==> config.mk <==
export PLATFORM = sky130hd
export DESIGN_NAME = bkpt_rights_ctrl
export DESIGN_NICKNAME = d
export VERILOG_FILES = /design/src/rtl/bkpt_pkg.sv /design/src/rtl/bkpt_grant_fsm.sv /design/src/rtl/bkpt_regfile.sv /design/src/rtl/bkpt_match.sv /design/src/rtl/bkpt_rights_ctrl.sv
export SDC_FILE = /design/constraint.sdc
export NUM_CORES = 1
export LEC_CHECK = 0
export ABC_AREA = 1
export BUFFER_PORTS_ARGS = -buffer_cell sky130_fd_sc_hd__buf_2
export CAP_MARGIN = 20
export CORE_MARGIN = 4
export CORE_UTILIZATION = 25
export DETAILED_ROUTE_END_ITERATION = 12
export GPL_ROUTABILITY_DRIVEN = 0
export PLACE_DENSITY_LB_ADDON = 0.3
export SLEW_MARGIN = 20
export SYNTH_ARGS = -nofsm -noshare
export SYNTH_HDL_FRONTEND = slang
export SYNTH_SLANG_ARGS = --single-unit
==> constraint.sdc <==
create_clock -name clk -period 1.61 [get_ports clk]
set_clock_uncertainty 0.2 [all_clocks]
set_input_delay 0.161 -clock clk [delete_from_list [all_inputs] [get_ports clk]]
set_output_delay 0.161 -clock clk [all_outputs]
set_load 0.1 [all_outputs]
==> src/rtl/bkpt_pkg.sv <==
package bkpt_pkg;

    // Ownership of the breakpoint resources
    typedef enum logic [0:0] {
        OWN_FREE = 1'b0,
        OWN_HELD = 1'b1
    } own_state_e;

    // Access kind a data slot reacts to
    typedef enum logic [1:0] {
        MD_FETCH = 2'b00,
        MD_WRITE = 2'b01,
        MD_DATA  = 2'b10,
        MD_ANY   = 2'b11
    } bp_mode_e;

    localparam logic [7:0] MSG_BP_RIGHTS = 8'h06;
    localparam int         FIELD_W       = 4;

endpackage

==> src/rtl/bkpt_grant_fsm.sv <==
module bkpt_grant_fsm
    import bkpt_pkg::*;
#(
    parameter int N_IBP = 2,
    parameter int N_DBP = 2,
    parameter int DW    = 32
) (
    input  logic          clk,
    input  logic          rst_n,
    input  logic          req_valid,
    input  logic [7:0]    req_type,
    input  logic          release_own,
    output logic          owned,
    output logic          rsp_valid,
    output logic [DW-1:0] rsp_data
);

    localparam logic [3:0]    I_CNT      = 4'(N_IBP);
    localparam logic [3:0]    D_CNT      = 4'(N_DBP);
    localparam logic [DW-1:0] GRANT_WORD = {{(DW-8){1'b0}}, D_CNT, I_CNT};

    own_state_e state_q;
    own_state_e state_d;
    logic       rights_req;

    assign rights_req = req_valid && (req_type == MSG_BP_RIGHTS);
    assign owned      = (state_q == OWN_HELD);

    // Next-state: grant, deny (stay), release
    always_comb begin
        state_d = state_q;
        unique case (state_q)
            OWN_FREE: if (rights_req)  state_d = OWN_HELD;
            OWN_HELD: if (release_own) state_d = OWN_FREE;
            default:  state_d = OWN_FREE;
        endcase
    end

    // State register
    always_ff @(posedge clk or negedge rst_n) begin
        if (!rst_n) state_q <= OWN_FREE;
        else        state_q <= state_d;
    end

    // Registered response
    always_ff @(posedge clk or negedge rst_n) begin
        if (!rst_n) begin
            rsp_valid <= 1'b0;
            rsp_data  <= '0;
        end else begin
            rsp_valid <= rights_req;
            unique case (state_q)
                OWN_FREE: rsp_data <= rights_req ? GRANT_WORD : '0;
                OWN_HELD: rsp_data <= '0;
                default:  rsp_data <= '0;
            endcase
        end
    end

endmodule

==> src/rtl/bkpt_regfile.sv <==
module bkpt_regfile
    import bkpt_pkg::*;
#(
    parameter int N_IBP = 2,
    parameter int NBP   = 4,
    parameter int AW    = 32,
    parameter int DW    = 32,
    parameter int SW    = 3
) (
    input  logic                       clk,
    input  logic                       rst_n,
    input  logic                       owned,
    input  logic                       wr_en,
    input  logic [SW-1:0]              wr_sel,
    input  logic [DW-1:0]              wr_data,
    input  logic [SW-1:0]              rd_sel,
    output logic [DW-1:0]              rd_data,
    output logic [FIELD_W*NBP-1:0]     ctrl_q,
    output logic [NBP-1:0][AW-3:0]     bp_waddr
);

    localparam int CW = FIELD_W * NBP;

    // Instruction slots keep only their enable pair
    function automatic logic [CW-1:0] ctrl_mask();
        logic [CW-1:0] m;
        m = '0;
        for (int k = 0; k < NBP; k++) begin
            m[FIELD_W*k +: FIELD_W] = (k < N_IBP) ? 4'hC : 4'hF;
        end
        return m;
    endfunction

    localparam logic [CW-1:0] CTRL_MASK = ctrl_mask();

    logic          wr_ok;
    logic [AW-1:0] areg [NBP];

    assign wr_ok = owned && wr_en;

    always_ff @(posedge clk or negedge rst_n) begin
        if (!rst_n)                       ctrl_q <= '0;
        else if (wr_ok && wr_sel == '0)   ctrl_q <= wr_data[CW-1:0] & CTRL_MASK;
    end

    for (genvar k = 0; k < NBP; k++) begin : g_addr
        always_ff @(posedge clk or negedge rst_n) begin
            if (!rst_n)                               areg[k] <= '0;
            else if (wr_ok && wr_sel == SW'(k + 1))   areg[k] <= wr_data[AW-1:0];
        end
        assign bp_waddr[k] = areg[k][AW-1:2];
    end

    always_comb begin
        rd_data = '0;
        if (rd_sel == '0) rd_data[CW-1:0] = ctrl_q;
        for (int k = 0; k < NBP; k++) begin
            if (rd_sel == SW'(k + 1)) rd_data[AW-1:0] = areg[k];
        end
    end

endmodule

==> src/rtl/bkpt_match.sv <==
module bkpt_match
    import bkpt_pkg::*;
#(
    parameter int N_IBP = 2,
    parameter int NBP   = 4,
    parameter int AW    = 32
) (
    input  logic                       clk,
    input  logic                       rst_n,
    input  logic [FIELD_W*NBP-1:0]     ctrl,
    input  logic [NBP-1:0][AW-3:0]     bp_waddr,
    input  logic                       fetch_valid,
    input  logic [AW-1:2]              fetch_waddr,
    input  logic                       data_valid,
    input  logic                       data_write,
    input  logic [AW-1:2]              data_waddr,
    output logic                       brk_pulse,
    output logic [NBP-1:0]             brk_hit
);

    logic [NBP-1:0] hit_d;

    for (genvar k = 0; k < NBP; k++) begin : g_slot
        logic [FIELD_W-1:0] fld;
        logic               armed;
        logic               f_match;
        bp_mode_e           md;

        assign fld     = ctrl[FIELD_W*k +: FIELD_W];
        assign armed   = fld[3] & fld[2];
        assign md      = bp_mode_e'(fld[1:0]);
        assign f_match = fetch_valid && (fetch_waddr == bp_waddr[k]);

        if (k < N_IBP) begin : g_inst
            assign hit_d[k] = armed && (md == MD_FETCH) && f_match;
        end else begin : g_data
            logic d_match;
            logic take;
            assign d_match = data_valid && (data_waddr == bp_waddr[k]);
            always_comb begin
                unique case (md)
                    MD_FETCH: take = f_match;
                    MD_WRITE: take = d_match && data_write;
                    MD_DATA:  take = d_match;
                    MD_ANY:   take = f_match || d_match;
                    default:  take = 1'b0;
                endcase
            end
            assign hit_d[k] = armed && take;
        end
    end

    always_ff @(posedge clk or negedge rst_n) begin
        if (!rst_n) begin
            brk_hit   <= '0;
            brk_pulse <= 1'b0;
        end else begin
            brk_hit   <= hit_d;
            brk_pulse <= |hit_d;
        end
    end

endmodule

==> src/rtl/bkpt_rights_ctrl.sv <==
module bkpt_rights_ctrl
    import bkpt_pkg::*;
#(
    parameter int N_IBP = 2,
    parameter int N_DBP = 2,
    parameter int AW    = 32,
    parameter int DW    = 32,
    localparam int NBP  = N_IBP + N_DBP,
    localparam int SW   = $clog2(NBP + 1)
) (
    input  logic           clk,
    input  logic           rst_n,
    input  logic           req_valid,
    input  logic [7:0]     req_type,
    input  logic           release_own,
    output logic           rsp_valid,
    output logic [DW-1:0]  rsp_data,
    input  logic           wr_en,
    input  logic [SW-1:0]  wr_sel,
    input  logic [DW-1:0]  wr_data,
    input  logic [SW-1:0]  rd_sel,
    output logic [DW-1:0]  rd_data,
    input  logic           fetch_valid,
    input  logic [AW-1:2]  fetch_waddr,
    input  logic           data_valid,
    input  logic           data_write,
    input  logic [AW-1:2]  data_waddr,
    output logic           brk_pulse,
    output logic [NBP-1:0] brk_hit
);

    logic                      owned;
    logic [FIELD_W*NBP-1:0]    ctrl_q;
    logic [NBP-1:0][AW-3:0]    bp_waddr;

    bkpt_grant_fsm #(
        .N_IBP (N_IBP),
        .N_DBP (N_DBP),
        .DW    (DW)
    ) u_grant (
        .clk         (clk),
        .rst_n       (rst_n),
        .req_valid   (req_valid),
        .req_type    (req_type),
        .release_own (release_own),
        .owned       (owned),
        .rsp_valid   (rsp_valid),
        .rsp_data    (rsp_data)
    );

    bkpt_regfile #(
        .N_IBP (N_IBP),
        .NBP   (NBP),
        .AW    (AW),
        .DW    (DW),
        .SW    (SW)
    ) u_regs (
        .clk      (clk),
        .rst_n    (rst_n),
        .owned    (owned),
        .wr_en    (wr_en),
        .wr_sel   (wr_sel),
        .wr_data  (wr_data),
        .rd_sel   (rd_sel),
        .rd_data  (rd_data),
        .ctrl_q   (ctrl_q),
        .bp_waddr (bp_waddr)
    );

    bkpt_match #(
        .N_IBP (N_IBP),
        .NBP   (NBP),
        .AW    (AW)
    ) u_match (
        .clk         (clk),
        .rst_n       (rst_n),
        .ctrl        (ctrl_q),
        .bp_waddr    (bp_waddr),
        .fetch_valid (fetch_valid),
        .fetch_waddr (fetch_waddr),
        .data_valid  (data_valid),
        .data_write  (data_write),
        .data_waddr  (data_waddr),
        .brk_pulse   (brk_pulse),
        .brk_hit     (brk_hit)
    );

endmodule

==> flow_metrics.py <==
metrics = {
    "cts": {
        "ctsHtreeMaxLevel": 4,
        "cts_buffers": 17,
        "cts_sinks": 148,
        "worstSkewPairLatency_ns": 0.45,
        "cts_tree": "done",
        "clock_path_buffers": 2,
        "clockRootBuffer": "clkbuf_16",
        "clkTransAtPathRegs_ns": 0.06,
    },
    "worst_setup_path": {
        "cp_max_fo": 2,
        "cp_data_arrival_time_ns": 1.68,
        "rrSetupSlack_ns": -0.29,
        "cp-end-kind": "output pin",
        "r2r_cells": 11,
        "r2r-start": "u_regs.bp_waddr[51]",
        "crit_end": "rd_data[7]",
        "critPathKind": "reg -> out",
        "worst_setup_path_start_kind": "flop",
        "crit_required_ns": 1.25,
        "r2r-end": "u_match.brk_pulse",
        "crit_start": "u_regs.ctrl_q[7]",
    },
    "finish": {
        "drive_gt1_share_pct": 40.9,
        "final_common_cell": "nand2_1",
        "final_cell_mix": "379 x nand2_1, 237 x buf_4, 139 x dfrtp_1",
        "fillCellCount": 3736,
        "fin_nets": 1932,
        "area_growth_pct": 72.4,
        "final_area_sq_um": 16300,
    },
    "floorplan": {
        "ios": 184,
        "core.rowCount": 71,
        "die_w_um": 203,
        "die_area_sq_um": 41000,
        "fp.coreArea_sq_um": 37500,
        "start_util_pct": 25.2,
        "die_h_um": 203,
    },
    "detailed_routing": {
        "vias_per_cell": 4.84,
        "post-route-drc-count": 0,
        "vias": 11345,
        "drt_wl_total_um": 48300,
        "routedWlPerCell_um": 20.6,
        "first_pass_iters": 7,
        "ant_nets": 0,
        "drt_iter0_markers": 1218,
    },
    "sta": {
        "min_period_ns": 2.04,
        "hold_viol": 0,
        "timing.fmax_mhz": 491,
        "finalSetupViolCount": 65,
        "finalWorstSetupSlack_ns": -0.428,
        "rsz0062_at_grt": "true",
        "fin_crit_sh_pct": 127,
        "hold_slack_ns": 0.0240,
        "drv_slew": 0,
    },
    "synth": {
        "synth_cell_types": 39,
        "synthCells": 1342,
        "yosysTopAreaCell": "dfrtp_1",
        "syn_area_sq_um": 9470,
        "avgSynthCellArea_sq_um": 7.05,
        "synth-seq-area-share_pct": 39.1,
        "ys_warn_count": 0,
        "synth_top_area_share_pct": 39.1,
        "synth-seq-cells": 148,
        "netlist_top_cells_area": "dfrtp_1 39%, nand2_1 18%, o21ai_0 7.2%, xnor2_1 6.7%, inv_1 5.7%",
    },
    "place": {
        "io_buffers": 153,
        "post-dp-hpwl_um": 34900,
        "place_area_sq_um": 13300,
    },
    "power": {
        "switchingPower_uw": 3270,
        "power_density_nw_per_um2": 623,
        "p_comb_share_pct": 21.1,
        "peakVddDrop_uv": 680,
        "switching_share_pct": 32.2,
        "intPower_uw": 6890,
        "seqPwrFrac_pct": 37.2,
        "p_leak_uw": 0.00764,
        "clock_power_share_pct": 41.7,
    },
    "global_route": {
        "grt_max_degree": 39,
        "antenna_found_initial": 4,
        "grt_pass1_wl_um": 66200,
        "grt_pass1_vias": 10643,
        "grt_overflow": 0,
        "track_usage_pct": 21.5,
    },
    "outcome": {
        "status": "complete, but fails checks",
        "violations": "negative setup slack",
    },
    "min_path": {
        "holdCritPathClass": "in -> reg",
    },
    "run": {
        "maxCapViolCount": 0,
    },
}
repair_timing:
action / in CTS / in global routing
endpoints found under the setup margin: 40 / 119
hold endpoints to repair: 291 / 0
cloned: 1 / 16
resized for setup: 131 / 203
hold buffers: 41 / 0
setup buffers: 44 / 27
pin swaps: 66 / 41
Yosys cell counts:
cell type	number
o221ai_1	8
xnor2_1	72
mux2i_1	1
buf_2	18
nand3_2	2
o21ai_1	27
nor3_1	3
nor2_1	99
nand3_4	1
o2111ai_1	1
o211ai_1	5
buf_6	5
o21ai_0	136
clkbuf_1	27
xor2_1	4
a221oi_1	17
conb_1	1
xnor2_2	1
nor2_2	7
clkinv_1	5
nand2_1	444
nand4_1	28
nand2_2	5
a211oi_1	3
inv_1	143
nor2_4	1
nor3_4	1
inv_2	20
a32o_1	6
nand4_2	1
buf_4	31
nand3b_1	4
nor4_1	1
nand3_1	23
a21oi_4	1
dfrtp_1	148
o22ai_1	23
a21oi_1	18
a22o_1	1
cells by family after synthesis:
kind of cell    Yosys count  synth area share [%]
buf+inv                 249                  11.7
simple gates            620                  26.8
other cells               1                0.0396
flops                   148                  39.1
compound gates          246                  15.0
mux                       1                 0.106
xor+xnor                 77                  7.20
per-layer routing:
layer | global-route usage (%) | vias up | wire length (um)
met5 | 0 | - | 22
met4 | 10.0 | 4 | 2700
met3 | 3.79 | 139 | 4020
met2 | 34.8 | 572 | 21900
met1 | 28.0 | 5411 | 19600
li1 | - | 5219 | -
layout make-up:
| type | count | area [sq um] | area share, % |
|---|---|---|---|
| timing repair buffer | 508 | 4750 | 29.1 |
| clock buffer | 20 | 457 | 2.80 |
| multi-input combinational | 975 | 5950 | 36.5 |
| inverter | 168 | 654 | 4.01 |
| sequential | 148 | 3710 | 22.8 |
| clock inverter | 12 | 144 | 0.882 |
| tap | 511 | 639 | 3.92 |
| antenna | 2 | 5.00 | 0.0307 |
power groups by stage:
stage                     logic [uW]  clock network, uW  registers, uW
after CTS                       2050               4250           3780
after global placement          1880                  0           3850
after detailed placement        1880                  0           3850
after floorplan                 1050                  0           3840
final                           2150               4230           3780
after global routing            2260               4400           3780
critical path: stages (launching register included):
cell      delay [ns]
dfrtp_1         0.39
buf_6           0.12
a32o_1          0.22
a21oi_2         0.15
o221ai_2        0.15
buf_12          0.20
through the flow:
step	instances	power [uW]	util, %	TNS, ns	worst slack (ns)
finish	2344	10200	43.5	-11.46	-0.428
global route	2344	10400	43.5	-17.67	-0.497
floorplan	1371	4900	-	-7.69	-0.828
global placement	2188	5730	35.5	-7.52	-0.291
detailed placement	2188	5730	35.5	-8.09	-0.288
CTS	2303	10100	40.5	-10.69	-0.421
flip-flops by register name, summed over array words and instances (netlist names):
signal and count:
u_regs.bp_waddr 120, u_regs.ctrl_q 12, u_grant.owned 1, u_match.brk_pulse 1, u_regs.areg 8, u_grant.rsp_data 1
u_match.brk_hit 4, u_grant.rsp_valid 1
worst min path at each step:
stage | slack [ns] | start | depth (start not counted) | end
floorplan | -0.33 | rst_n | 0 | u_grant.owned
global placement | -0.07 | rst_n | 1 | u_match.brk_hit[3]
detailed placement | -0.07 | rst_n | 1 | u_match.brk_hit[3]
CTS | 0.02 | data_write | 7 | u_match.brk_hit[2]
global route | 0.06 | rst_n | 2 | u_match.brk_hit[3]
finish | 0.02 | data_write | 7 | u_match.brk_hit[2]
Note: power is estimated with default switching activity, not from simulation.
